### src/rtl/xbus_seq_pkg.sv
// Package: shared types for the external bus sequencer.
// Assumes nothing beyond a standard SystemVerilog elaboration.
package xbus_seq_pkg;

    // Role of the current half machine cycle
    typedef enum logic [1:0] {
        HALF_FETCH = 2'd0,   // opcode fetch half
        HALF_DADDR = 2'd1,   // data address half
        HALF_DXFER = 2'd2    // data transfer half
    } half_kind_t;

endpackage

### src/rtl/xbus_slot_timer.sv
// Module: xbus_slot_timer
// Counts oscillator ticks within a half machine cycle and toggles the half flag.
// Assumes osc_en is high for one clock per oscillator period.
module xbus_slot_timer #(
    parameter int PHASES_PER_STATE = 2,
    parameter int STATES_PER_MC    = 6,
    localparam int HALF_SLOTS      = (PHASES_PER_STATE * STATES_PER_MC) / 2,
    localparam int LOC_W           = $clog2(HALF_SLOTS)
) (
    input  logic             clk,
    input  logic             rst_n,
    input  logic             osc_en,
    output logic [LOC_W-1:0] loc,
    output logic             second_half,
    output logic             half_last
);

    localparam logic [LOC_W-1:0] LAST_LOC = LOC_W'(HALF_SLOTS - 1);

    // Advance the position on each tick, wrapping into the other half
    always_ff @(posedge clk) begin
        if (!rst_n) begin
            loc         <= '0;
            second_half <= 1'b0;
        end else if (osc_en) begin
            if (loc == LAST_LOC) begin
                loc         <= '0;
                second_half <= ~second_half;
            end else begin
                loc <= loc + 1'b1;
            end
        end
    end

    // Flag the final position of a half
    always_comb begin
        half_last = (loc == LAST_LOC);
    end

    AST_HOLD_NO_TICK: assert property (@(posedge clk) disable iff (!rst_n)
        !osc_en |=> ($stable(loc) && $stable(second_half)));
    AST_LOC_RANGE: assert property (@(posedge clk) disable iff (!rst_n)
        loc <= LAST_LOC);

endmodule

### src/rtl/xbus_half_sched.sv
// Module: xbus_half_sched
// Chooses the role of each half machine cycle and latches fetch and data fields.
// Assumes request fields are stable on the tick that closes a first half.
module xbus_half_sched
    import xbus_seq_pkg::*;
#(
    parameter int ADDR_W = 16,
    parameter int DATA_W = 8
) (
    input  logic              clk,
    input  logic              rst_n,
    input  logic              osc_en,
    input  logic              half_last,
    input  logic              second_half,
    input  logic              code_ext,
    input  logic [ADDR_W-1:0] pc_addr,
    input  logic              data_req,
    input  logic              data_wr,
    input  logic              data_wide,
    input  logic [ADDR_W-1:0] data_addr,
    input  logic [DATA_W-1:0] data_wdata,
    output half_kind_t        kind,
    output logic              fetch_ext,
    output logic [ADDR_W-1:0] fetch_addr,
    output logic              dacc_wr,
    output logic              dacc_wide,
    output logic [ADDR_W-1:0] dacc_addr,
    output logic [DATA_W-1:0] dacc_wdata,
    output logic              data_taken
);

    logic half_end;
    logic accept;

    // Decode the half boundary and whether a data request is taken there
    always_comb begin
        half_end = osc_en && half_last;
        accept   = half_end && (kind != HALF_DADDR) && !second_half && data_req;
    end

    // Select the next half role and capture the fields it uses
    always_ff @(posedge clk) begin
        if (!rst_n) begin
            kind       <= HALF_FETCH;
            fetch_ext  <= 1'b0;
            fetch_addr <= '0;
            dacc_wr    <= 1'b0;
            dacc_wide  <= 1'b0;
            dacc_addr  <= '0;
            dacc_wdata <= '0;
            data_taken <= 1'b0;
        end else begin
            data_taken <= accept;
            if (half_end) begin
                if (kind == HALF_DADDR) begin
                    kind <= HALF_DXFER;
                end else if (accept) begin
                    kind       <= HALF_DADDR;
                    dacc_wr    <= data_wr;
                    dacc_wide  <= data_wide;
                    dacc_addr  <= data_addr;
                    dacc_wdata <= data_wdata;
                end else begin
                    kind       <= HALF_FETCH;
                    fetch_ext  <= code_ext;
                    fetch_addr <= pc_addr;
                end
            end
        end
    end

    AST_XFER_AFTER_ADDR: assert property (@(posedge clk) disable iff (!rst_n)
        (kind == HALF_DADDR && half_end) |=> kind == HALF_DXFER);
    AST_ADDR_IN_SECOND: assert property (@(posedge clk) disable iff (!rst_n)
        (kind == HALF_DADDR) |-> second_half);

endmodule

### src/rtl/xbus_strobe_dec.sv
// Module: xbus_strobe_dec
// Decodes the four bus strobes from the half role and the position in the half.
// Assumes ALE_POS + PHASES_PER_STATE <= STB_POS < half length.
module xbus_strobe_dec
    import xbus_seq_pkg::*;
#(
    parameter int PHASES_PER_STATE = 2,
    parameter int LOC_W            = 3,
    parameter int ALE_POS          = 2,
    parameter int STB_POS          = 4
) (
    input  half_kind_t       kind,
    input  logic             fetch_ext,
    input  logic             dacc_wr,
    input  logic [LOC_W-1:0] loc,
    output logic             ale,
    output logic             psen_n,
    output logic             rd_n,
    output logic             wr_n
);

    localparam logic [LOC_W-1:0] ALE_LO = LOC_W'(ALE_POS);
    localparam logic [LOC_W-1:0] ALE_HI = LOC_W'(ALE_POS + PHASES_PER_STATE);
    localparam logic [LOC_W-1:0] STB_LO = LOC_W'(STB_POS);

    // Produce latch and read/write strobes for the current position
    always_comb begin
        ale    = (kind != HALF_DXFER) && (loc >= ALE_LO) && (loc < ALE_HI);
        psen_n = !((kind == HALF_FETCH) && fetch_ext && (loc >= STB_LO));
        rd_n   = !((kind == HALF_DXFER) && !dacc_wr);
        wr_n   = !((kind == HALF_DXFER) && dacc_wr);
    end

endmodule

### src/rtl/xbus_port_mux.sv
// Module: xbus_port_mux
// Drives the high port and the shared low port, and captures read data.
// Assumes the strobe decoder uses the same STB_POS for its read window.
module xbus_port_mux
    import xbus_seq_pkg::*;
#(
    parameter int ADDR_W  = 16,
    parameter int DATA_W  = 8,
    parameter int LOC_W   = 3,
    parameter int STB_POS = 4
) (
    input  logic              clk,
    input  logic              rst_n,
    input  logic              osc_en,
    input  half_kind_t        kind,
    input  logic [LOC_W-1:0]  loc,
    input  logic              half_last,
    input  logic              fetch_ext,
    input  logic [ADDR_W-1:0] fetch_addr,
    input  logic              dacc_wr,
    input  logic              dacc_wide,
    input  logic [ADDR_W-1:0] dacc_addr,
    input  logic [DATA_W-1:0] dacc_wdata,
    input  logic [DATA_W-1:0] hi_reg,
    input  logic [DATA_W-1:0] ad_in,
    output logic [DATA_W-1:0] hi_port,
    output logic [DATA_W-1:0] ad_out,
    output logic              ad_oe,
    output logic [DATA_W-1:0] rdata,
    output logic              rdata_valid,
    output logic              rdata_is_code
);

    localparam logic [LOC_W-1:0] STB_LO = LOC_W'(STB_POS);

    logic addr_phase;
    logic capture;
    logic [DATA_W-1:0] data_hi;

    // Route address bytes, write data or the float value onto the ports
    always_comb begin
        addr_phase = (loc < STB_LO);
        data_hi    = dacc_wide ? dacc_addr[ADDR_W-1 -: DATA_W] : hi_reg;
        hi_port    = hi_reg;
        ad_out     = '1;
        ad_oe      = 1'b0;
        case (kind)
            HALF_FETCH: begin
                if (fetch_ext) begin
                    hi_port = fetch_addr[ADDR_W-1 -: DATA_W];
                    if (addr_phase) begin
                        ad_out = fetch_addr[DATA_W-1:0];
                        ad_oe  = 1'b1;
                    end
                end
            end
            HALF_DADDR: begin
                hi_port = data_hi;
                if (addr_phase) begin
                    ad_out = dacc_addr[DATA_W-1:0];
                    ad_oe  = 1'b1;
                end else if (dacc_wr) begin
                    ad_out = dacc_wdata;
                    ad_oe  = 1'b1;
                end
            end
            HALF_DXFER: begin
                hi_port = data_hi;
                if (dacc_wr) begin
                    ad_out = dacc_wdata;
                    ad_oe  = 1'b1;
                end
            end
            default: begin
                hi_port = hi_reg;
            end
        endcase
        capture = osc_en && half_last &&
                  (((kind == HALF_FETCH) && fetch_ext) ||
                   ((kind == HALF_DXFER) && !dacc_wr));
    end

    // Sample the pad value on the last phase of a read strobe
    always_ff @(posedge clk) begin
        if (!rst_n) begin
            rdata         <= '0;
            rdata_valid   <= 1'b0;
            rdata_is_code <= 1'b0;
        end else begin
            rdata_valid <= capture;
            if (capture) begin
                rdata         <= ad_in;
                rdata_is_code <= (kind == HALF_FETCH);
            end
        end
    end

    AST_FLOAT_VALUE: assert property (@(posedge clk) disable iff (!rst_n)
        !ad_oe |-> (ad_out == '1));
    AST_VALID_ONE_CLK: assert property (@(posedge clk) disable iff (!rst_n)
        rdata_valid |=> !rdata_valid);

endmodule

### src/rtl/xbus_seq.sv
// Module: xbus_seq (top)
// Sequences a multiplexed address/data external bus: latch strobe, program-store
// and data strobes, high and low ports. Assumes osc_en is a one-clock pulse.
module xbus_seq
    import xbus_seq_pkg::*;
#(
    parameter int ADDR_W           = 16,
    parameter int DATA_W           = 8,
    parameter int PHASES_PER_STATE = 2,
    parameter int STATES_PER_MC    = 6,
    parameter int ALE_POS          = 2,
    parameter int STB_POS          = 4
) (
    input  logic              clk,
    input  logic              rst_n,
    input  logic              osc_en,
    input  logic              code_ext,
    input  logic [ADDR_W-1:0] pc_addr,
    input  logic              data_req,
    input  logic              data_wr,
    input  logic              data_wide,
    input  logic [ADDR_W-1:0] data_addr,
    input  logic [DATA_W-1:0] data_wdata,
    input  logic [DATA_W-1:0] hi_reg,
    input  logic [DATA_W-1:0] ad_in,
    output logic              ale,
    output logic              psen_n,
    output logic              rd_n,
    output logic              wr_n,
    output logic [DATA_W-1:0] hi_port,
    output logic [DATA_W-1:0] ad_out,
    output logic              ad_oe,
    output logic              data_taken,
    output logic [DATA_W-1:0] rdata,
    output logic              rdata_valid,
    output logic              rdata_is_code
);

    localparam int HALF_SLOTS = (PHASES_PER_STATE * STATES_PER_MC) / 2;
    localparam int LOC_W      = $clog2(HALF_SLOTS);

    logic [LOC_W-1:0]  loc;
    logic              second_half;
    logic              half_last;
    half_kind_t        kind;
    logic              fetch_ext;
    logic [ADDR_W-1:0] fetch_addr;
    logic              dacc_wr;
    logic              dacc_wide;
    logic [ADDR_W-1:0] dacc_addr;
    logic [DATA_W-1:0] dacc_wdata;

    xbus_slot_timer #(
        .PHASES_PER_STATE(PHASES_PER_STATE),
        .STATES_PER_MC   (STATES_PER_MC)
    ) timer_i (
        .clk        (clk),
        .rst_n      (rst_n),
        .osc_en     (osc_en),
        .loc        (loc),
        .second_half(second_half),
        .half_last  (half_last)
    );

    xbus_half_sched #(
        .ADDR_W(ADDR_W),
        .DATA_W(DATA_W)
    ) sched_i (
        .clk        (clk),
        .rst_n      (rst_n),
        .osc_en     (osc_en),
        .half_last  (half_last),
        .second_half(second_half),
        .code_ext   (code_ext),
        .pc_addr    (pc_addr),
        .data_req   (data_req),
        .data_wr    (data_wr),
        .data_wide  (data_wide),
        .data_addr  (data_addr),
        .data_wdata (data_wdata),
        .kind       (kind),
        .fetch_ext  (fetch_ext),
        .fetch_addr (fetch_addr),
        .dacc_wr    (dacc_wr),
        .dacc_wide  (dacc_wide),
        .dacc_addr  (dacc_addr),
        .dacc_wdata (dacc_wdata),
        .data_taken (data_taken)
    );

    xbus_strobe_dec #(
        .PHASES_PER_STATE(PHASES_PER_STATE),
        .LOC_W           (LOC_W),
        .ALE_POS         (ALE_POS),
        .STB_POS         (STB_POS)
    ) strobe_i (
        .kind     (kind),
        .fetch_ext(fetch_ext),
        .dacc_wr  (dacc_wr),
        .loc      (loc),
        .ale      (ale),
        .psen_n   (psen_n),
        .rd_n     (rd_n),
        .wr_n     (wr_n)
    );

    xbus_port_mux #(
        .ADDR_W (ADDR_W),
        .DATA_W (DATA_W),
        .LOC_W  (LOC_W),
        .STB_POS(STB_POS)
    ) port_i (
        .clk          (clk),
        .rst_n        (rst_n),
        .osc_en       (osc_en),
        .kind         (kind),
        .loc          (loc),
        .half_last    (half_last),
        .fetch_ext    (fetch_ext),
        .fetch_addr   (fetch_addr),
        .dacc_wr      (dacc_wr),
        .dacc_wide    (dacc_wide),
        .dacc_addr    (dacc_addr),
        .dacc_wdata   (dacc_wdata),
        .hi_reg       (hi_reg),
        .ad_in        (ad_in),
        .hi_port      (hi_port),
        .ad_out       (ad_out),
        .ad_oe        (ad_oe),
        .rdata        (rdata),
        .rdata_valid  (rdata_valid),
        .rdata_is_code(rdata_is_code)
    );

    AST_LATCH_NOT_WITH_PSEN: assert property (@(posedge clk) disable iff (!rst_n)
        ale |-> psen_n);
    AST_NO_LATCH_IN_XFER: assert property (@(posedge clk) disable iff (!rst_n)
        (!rd_n || !wr_n) |-> (!ale && psen_n));
    AST_RD_WR_EXCL: assert property (@(posedge clk) disable iff (!rst_n)
        !rd_n |-> wr_n);
    AST_FLOAT_WHILE_READ: assert property (@(posedge clk) disable iff (!rst_n)
        (!psen_n || !rd_n) |-> !ad_oe);
    AST_DRIVE_WHILE_WRITE: assert property (@(posedge clk) disable iff (!rst_n)
        !wr_n |-> ad_oe);

endmodule

### config.mk
export PLATFORM = sky130hd
export DESIGN_NAME = xbus_seq
export DESIGN_NICKNAME = d
export VERILOG_FILES = /design/src/rtl/xbus_seq_pkg.sv /design/src/rtl/xbus_slot_timer.sv /design/src/rtl/xbus_half_sched.sv /design/src/rtl/xbus_strobe_dec.sv /design/src/rtl/xbus_port_mux.sv /design/src/rtl/xbus_seq.sv
export SDC_FILE = /design/constraint.sdc
export NUM_CORES = 1
export LEC_CHECK = 0
export ABC_AREA = 1
export BUFFER_PORTS_ARGS = -buffer_cell sky130_fd_sc_hd__buf_4
export CAP_MARGIN = 15
export CORE_UTILIZATION = 48
export DETAILED_ROUTE_END_ITERATION = 6
export PLACE_DENSITY = 0.78
export RECOVER_POWER = 50
export REMOVE_ABC_BUFFERS = 1
export SETUP_SLACK_MARGIN = 0.15
export SLEW_MARGIN = 20
export SYNTH_ARGS = -nofsm -noshare
export SYNTH_HDL_FRONTEND = slang
export SYNTH_SLANG_ARGS = --single-unit
### constraint.sdc
create_clock -name clk -period 1.74 [get_ports clk]
set_clock_uncertainty 0.15 [all_clocks]
set_input_delay 0.348 -clock clk [delete_from_list [all_inputs] [get_ports clk]]
set_output_delay 0.348 -clock clk [all_outputs]
set_load 0.02 [all_outputs]
[After elaboration in Yosys (flattened, before gate mapping)]
Index checks and enable logic that the tools add are counted.
Word-level totals
  bits in read-only memories: 0
  bits in latches: 0
  output and inout port bits: 32
  bits in writable memories: 0
  memories: 0
  flip-flop bits (word level): 60
Cells by class
  reduce and logical (&&, ||, !) cells: 22
  multiplexer cells: 16
  shift-type cells: 0
  divide/modulo/power cells: 0
  magnitude comparators: 3
  multiply operators: 0
  $add $sub $neg: 1
  bitwise gates (word level): 3
  equality and inequality tests: 5
Operators by type and width (count)
  $mux 8: 6
  $pmux 8 s3: 1
  $pmux 8 s2: 1
  $logic_and 1x1->1: 11
  $reduce_and 3->1: 2
  $logic_not 1->1: 5
  $mux 1: 5
  $add 3x1->3 const B: 1
  $eq 3x3->1 const B: 1
  $ge 3x2->1 const B: 1
  $ge 3x3->1 const B: 1
  $lt 3x3->1 const B: 1
  $mux 3: 1
  $not 1->1: 3
  $pmux 1 s3: 1
  $eq 2x1->1 const B: 1
  $eq 2x2->1 const B: 1
  $logic_not 2->1: 1
  $mux 2: 1
  $ne 2x1->1 const B: 1
  $ne 2x2->1 const B: 1
  $reduce_and 2->1: 1
  $reduce_or 2->1: 1
  $logic_or 1x1->1: 1

[Logic depth before layout (Yosys ltp)]
  depth in word-level cells: 7
  mapped depth: 9

[Hierarchy]
Synthesis repeated with hierarchy kept, for this count alone.
Unflattened totals
  cell total of the unflattened synthesis: 513
  area total of the unflattened synthesis: 3246.9 um^2
By module, submodules not included
  xbus_half_sched: area an instance 1916.8 um^2, seq. area each 920.9 um^2, cells each 290, times used 1
  xbus_port_mux: area an instance 1111.1 um^2, seq. area each 200.2 um^2, cells each 187, times used 1
  xbus_slot_timer: area an instance 177.7 um^2, seq. area each 80.1 um^2, cells each 26, times used 1
  xbus_strobe_dec: area an instance 41.3 um^2, seq. area each 0.0 um^2, cells each 10, times used 1

[Worst setup path after synthesis]
Ideal clock, no wire load.
  kind: reg2out
  start: register sched_i.kind[1]
  end: output ad_oe
  required time: 1.242 ns
  path buffers: 3
  setup slack: -0.217 ns
  stages on the path, launching flop included: 8
  data arrival time: 1.459 ns
  cell sequence: dfxtp_1 > inv_1 > ha_1 > buf_4 > inv_2 > buf_4 > buf_2 > a31oi_1
On the way
  cells in the longest elaborated chain, start to end: 2
  elaborated cells between the ends (all ways): 4
  those cells by class: 2 x eq/ne; 1 x mux; 1 x reduce/logical
Ends and longest elaborated chain
  start: declaration: line xbus_half_sched.sv:22  | output half_kind_t kind,
  start signal: assignment: line xbus_half_sched.sv:44  | kind <= HALF_FETCH;
  start signal: assignment: line xbus_half_sched.sv:56  | kind <= HALF_DXFER;
  start signal: assignment: line xbus_half_sched.sv:58  | kind <= HALF_DADDR;
  $eq 2x2->1 (tied with other cells): line xbus_port_mux.sv:47  | case (kind)
  $pmux 1 s3 *: line xbus_port_mux.sv:47
  end: declaration: line xbus_seq.sv:32  | output logic ad_oe,
Every way passes the cells marked *; elsewhere a longest branch is shown, timed or not.

[Final worst setup path]
  start: register sched_i.kind[1]
  end: output ad_out[6]
On the way
  cells in the longest elaborated chain, start to end: 2
  elaborated cells between the ends (all ways): 4
  those cells by class: 2 x eq/ne; 1 x mux; 1 x reduce/logical
Ends and longest elaborated chain
  $eq 2x2->1 (tied with other cells): line xbus_port_mux.sv:47
  $pmux 8 s3 *: line xbus_port_mux.sv:47
  end: declaration: line xbus_seq.sv:31  | output logic [DATA_W-1:0] ad_out,
Marked as above.

==> flow_summary.ini <==
[outcome]
status = complete, but fails checks
violations = negative setup slack

[grt]
grt_pass1_vias = 3582
grt_use_met1 = 0.329
grt_overflow = 0
grtUsageTotal = 0.279
grt_max_degree = 34
use_met2 = 0.472
antenna_found_initial = 0
grt_pass1_wl_um = 16200
grt_busiest_layer = met2
gr-usage-met3 = 0.0834

[clocking]
cts_buffers = 9
clkSinkCount = 60
root_buffer = clkbuf_8
clk_pin_slew_worst_paths_ns = 0.07
clk_latency_ns = 0.36
cts_max_level = 3
cts_tree = yes
cts.path.max_buffers = 2

[routing]
drc = 0
wire_per_inst_um = 16.7
antenna_left = 0
dr.pass1.iters = 5
vias = 4254
drt-total-wl_um = 13200
drtIter0Drc = 369
via_per_inst = 5.38

[setup_path]
cp-endpoint = ad_out[6]
end_kind = output pin
path_class = reg2out
rr_worst_depth = 10
worst_r2r_endpoint = sched_i.dacc_wr$_SDFFE_PN0P_
critPathRequiredTime_ns = 1.24
r2r_slack_ns = -0.22
critPathMaxFanout = 8
critical_path_arrival_ns = 1.80
crit_path_start_kind = flip-flop
crit_start = sched_i.kind[1]$_SDFFE_PN0P_
r2r-start = sched_i.kind[1]$_SDFFE_PN0P_

[cells_and_area]
finalInstanceArea_um2 = 5320
fill_cells = 481
layout_commonest_cell = inv_1
mostFrequentLayoutCells = 132 x inv_1, 106 x nand2_1, 94 x buf_4, 59 x nor2_1, 57 x dfxtp_1
diodes = 0
final_core_util = 0.771
nets = 757
layout-drive-gt1-share = 0.329
area_delta_synth_final_pct = 53.4

[yosys]
yosys_warnings = 0
synth_area_leaders = dfxtp_1 35%, inv_1 15%, nand2_1 15%
syn_inst = 549
synth_top_area_share = 0.346
syn_avg_cell_area_um2 = 6.32
ys_types = 27
synth_area_um2 = 3470
ys_seq_area_frac = 0.346
synth_seq_cells = 60
synth_largest_area_cell = dfxtp_1

[sta]
timing.final.hold_violations = 0
worst_pin_slew_ns = 0.544
period_share = 1.32
period_needed_ns = 2.29
setup_ws_ns = -0.555
setup_viol = 67
slew_headroom = 0.637
drv_slew = 0
grt_setup_unrepaired = yes
fin_tns_setup_ns = -11.95
worst_hold_slack_ns = 0.0932
fmax_mhz = 436

[power_and_ir_drop]
cellLeakagePower_nw = 2.67
p_switching_w = 0.000833
worst_ir_drop_vdd_mv = 0.336
comb_power_share = 0.150
p_clk_frac = 0.401
p_int_w = 0.00228
netSwitchingFraction = 0.268
p_seq_frac = 0.449
total_power_w = 0.00311
power_density_nw_per_um2 = 584

[placed_design]
port_buffers = 94
post_dp_cell_area_um2 = 4300
gp_congestion = 0.846
hpwl_um = 6190

[die]
dieArea_um2 = 7580
start_util = 0.503
fp.dieW_um = 87.0
num_rows = 30
core_um2 = 6910
die_h_um = 87.0
top_level_ports = 95

[run]
cap_viol_max_count = 0

[min_path]
hold_path.class = in2reg
==> critical path, cell delays in order (launching register included) <==
cell	delay, ns
dfxtp_2	0.33
inv_2	0.08
ha_1	0.23
inv_2	0.10
o21bai_4	0.27
o21ai_1	0.14
nand3b_1	0.15
buf_6	0.13
==> stage by stage <==
stage / cells / worst slack (ns)
2_1_floorplan: 521 / -0.359
3_3_place_gp: 734 / -0.101
3_5_place_dp: 734 / -0.209
4_1_cts: 759 / -0.379
5_1_grt: 790 / -0.611
6_report: 790 / -0.555
==> kinds of logic (layout without fill, tap and decap cells) <==
group / Yosys count / after routing / synth area share
buf+inv: 170 / 309 / 0.203
simple gates: 276 / 282 / 0.368
compound gates: 39 / 39 / 0.0685
flops: 60 / 60 / 0.346
fa+ha+maj: 4 / 4 / 0.0144
==> final cells by class <==
cell class / count / area (um2) / area share
clock inverter: 1 / 5.00 / 0.000940
sequential: 60 / 1210 / 0.227
multi-input combinational: 325 / 1860 / 0.350
inverter: 142 / 549 / 0.103
clock buffer: 14 / 183 / 0.0343
timing repair buffer: 152 / 1400 / 0.262
tap: 96 / 120 / 0.0226
==> layer usage <==
metal  part of all wire  routed length [um]
met5                  0                   0
met4              0.058                 768
met3               0.10                1350
met2               0.47                6270
met1               0.36                4820
==> synth_stat cells, drive strengths merged <==
library cell,n
a21oi,5
nand4,43
clkinv,2
nand3,11
ha,4
o31ai,8
dfxtp,60
o22ai,8
buf,27
a31oi,1
nand2,140
nor2,66
o211ai,1
o21bai,1
clkbuf,1
inv,140
o21ai,14
a211oi,1
nand3b,16
==> state kept, by name, summed over array words and instances (netlist names) <==
register / flops
port_i.rdata: 8
port_i.rdata_is_code: 1
port_i.rdata_valid: 1
sched_i.dacc_addr: 16
sched_i.dacc_wdata: 8
sched_i.dacc_wide: 1
sched_i.dacc_wr: 1
sched_i.data_taken: 1
sched_i.fetch_addr: 16
sched_i.fetch_ext: 1
sched_i.kind: 2
timer_i.loc: 3
timer_i.second_half: 1
==> power by group through the flow <==
stage	Clock [W]	Sequential (W)	Combinational [W]
after global routing	0.00130	0.00140	0.000498
after global placement	0	0.00142	0.000365
after detailed placement	0	0.00143	0.000371
after floorplan	0	0.00143	0.000163
after CTS	0.00120	0.00140	0.000406
final	0.00125	0.00140	0.000466
==> worst min path at each step <==
stage / from / endpoint / slack [ns] / cells after the start
after floorplan: timer_i.second_half$_SDFFE_PN0P_ / timer_i.second_half$_SDFFE_PN0P_ / 0.29 / 1
after CTS: osc_en / timer_i.loc[0]$_SDFFE_PN0P_ / 0.12 / 3
after global routing: osc_en / timer_i.loc[0]$_SDFFE_PN0P_ / 0.1 / 3
final: osc_en / timer_i.loc[0]$_SDFFE_PN0P_ / 0.09 / 3
after detailed placement: timer_i.second_half$_SDFFE_PN0P_ / timer_i.second_half$_SDFFE_PN0P_ / 0.31 / 1
after global placement: timer_i.second_half$_SDFFE_PN0P_ / timer_i.second_half$_SDFFE_PN0P_ / 0.31 / 1
==> repair_timing <==
item,in CTS,in global routing
pin swaps,20,28
buffers inserted,6,22
setup endpoints to repair,76,75
gates resized for setup,60,74
cloned,4,9
hold buffers,0,0
Power figures use the tool's default switching activity.
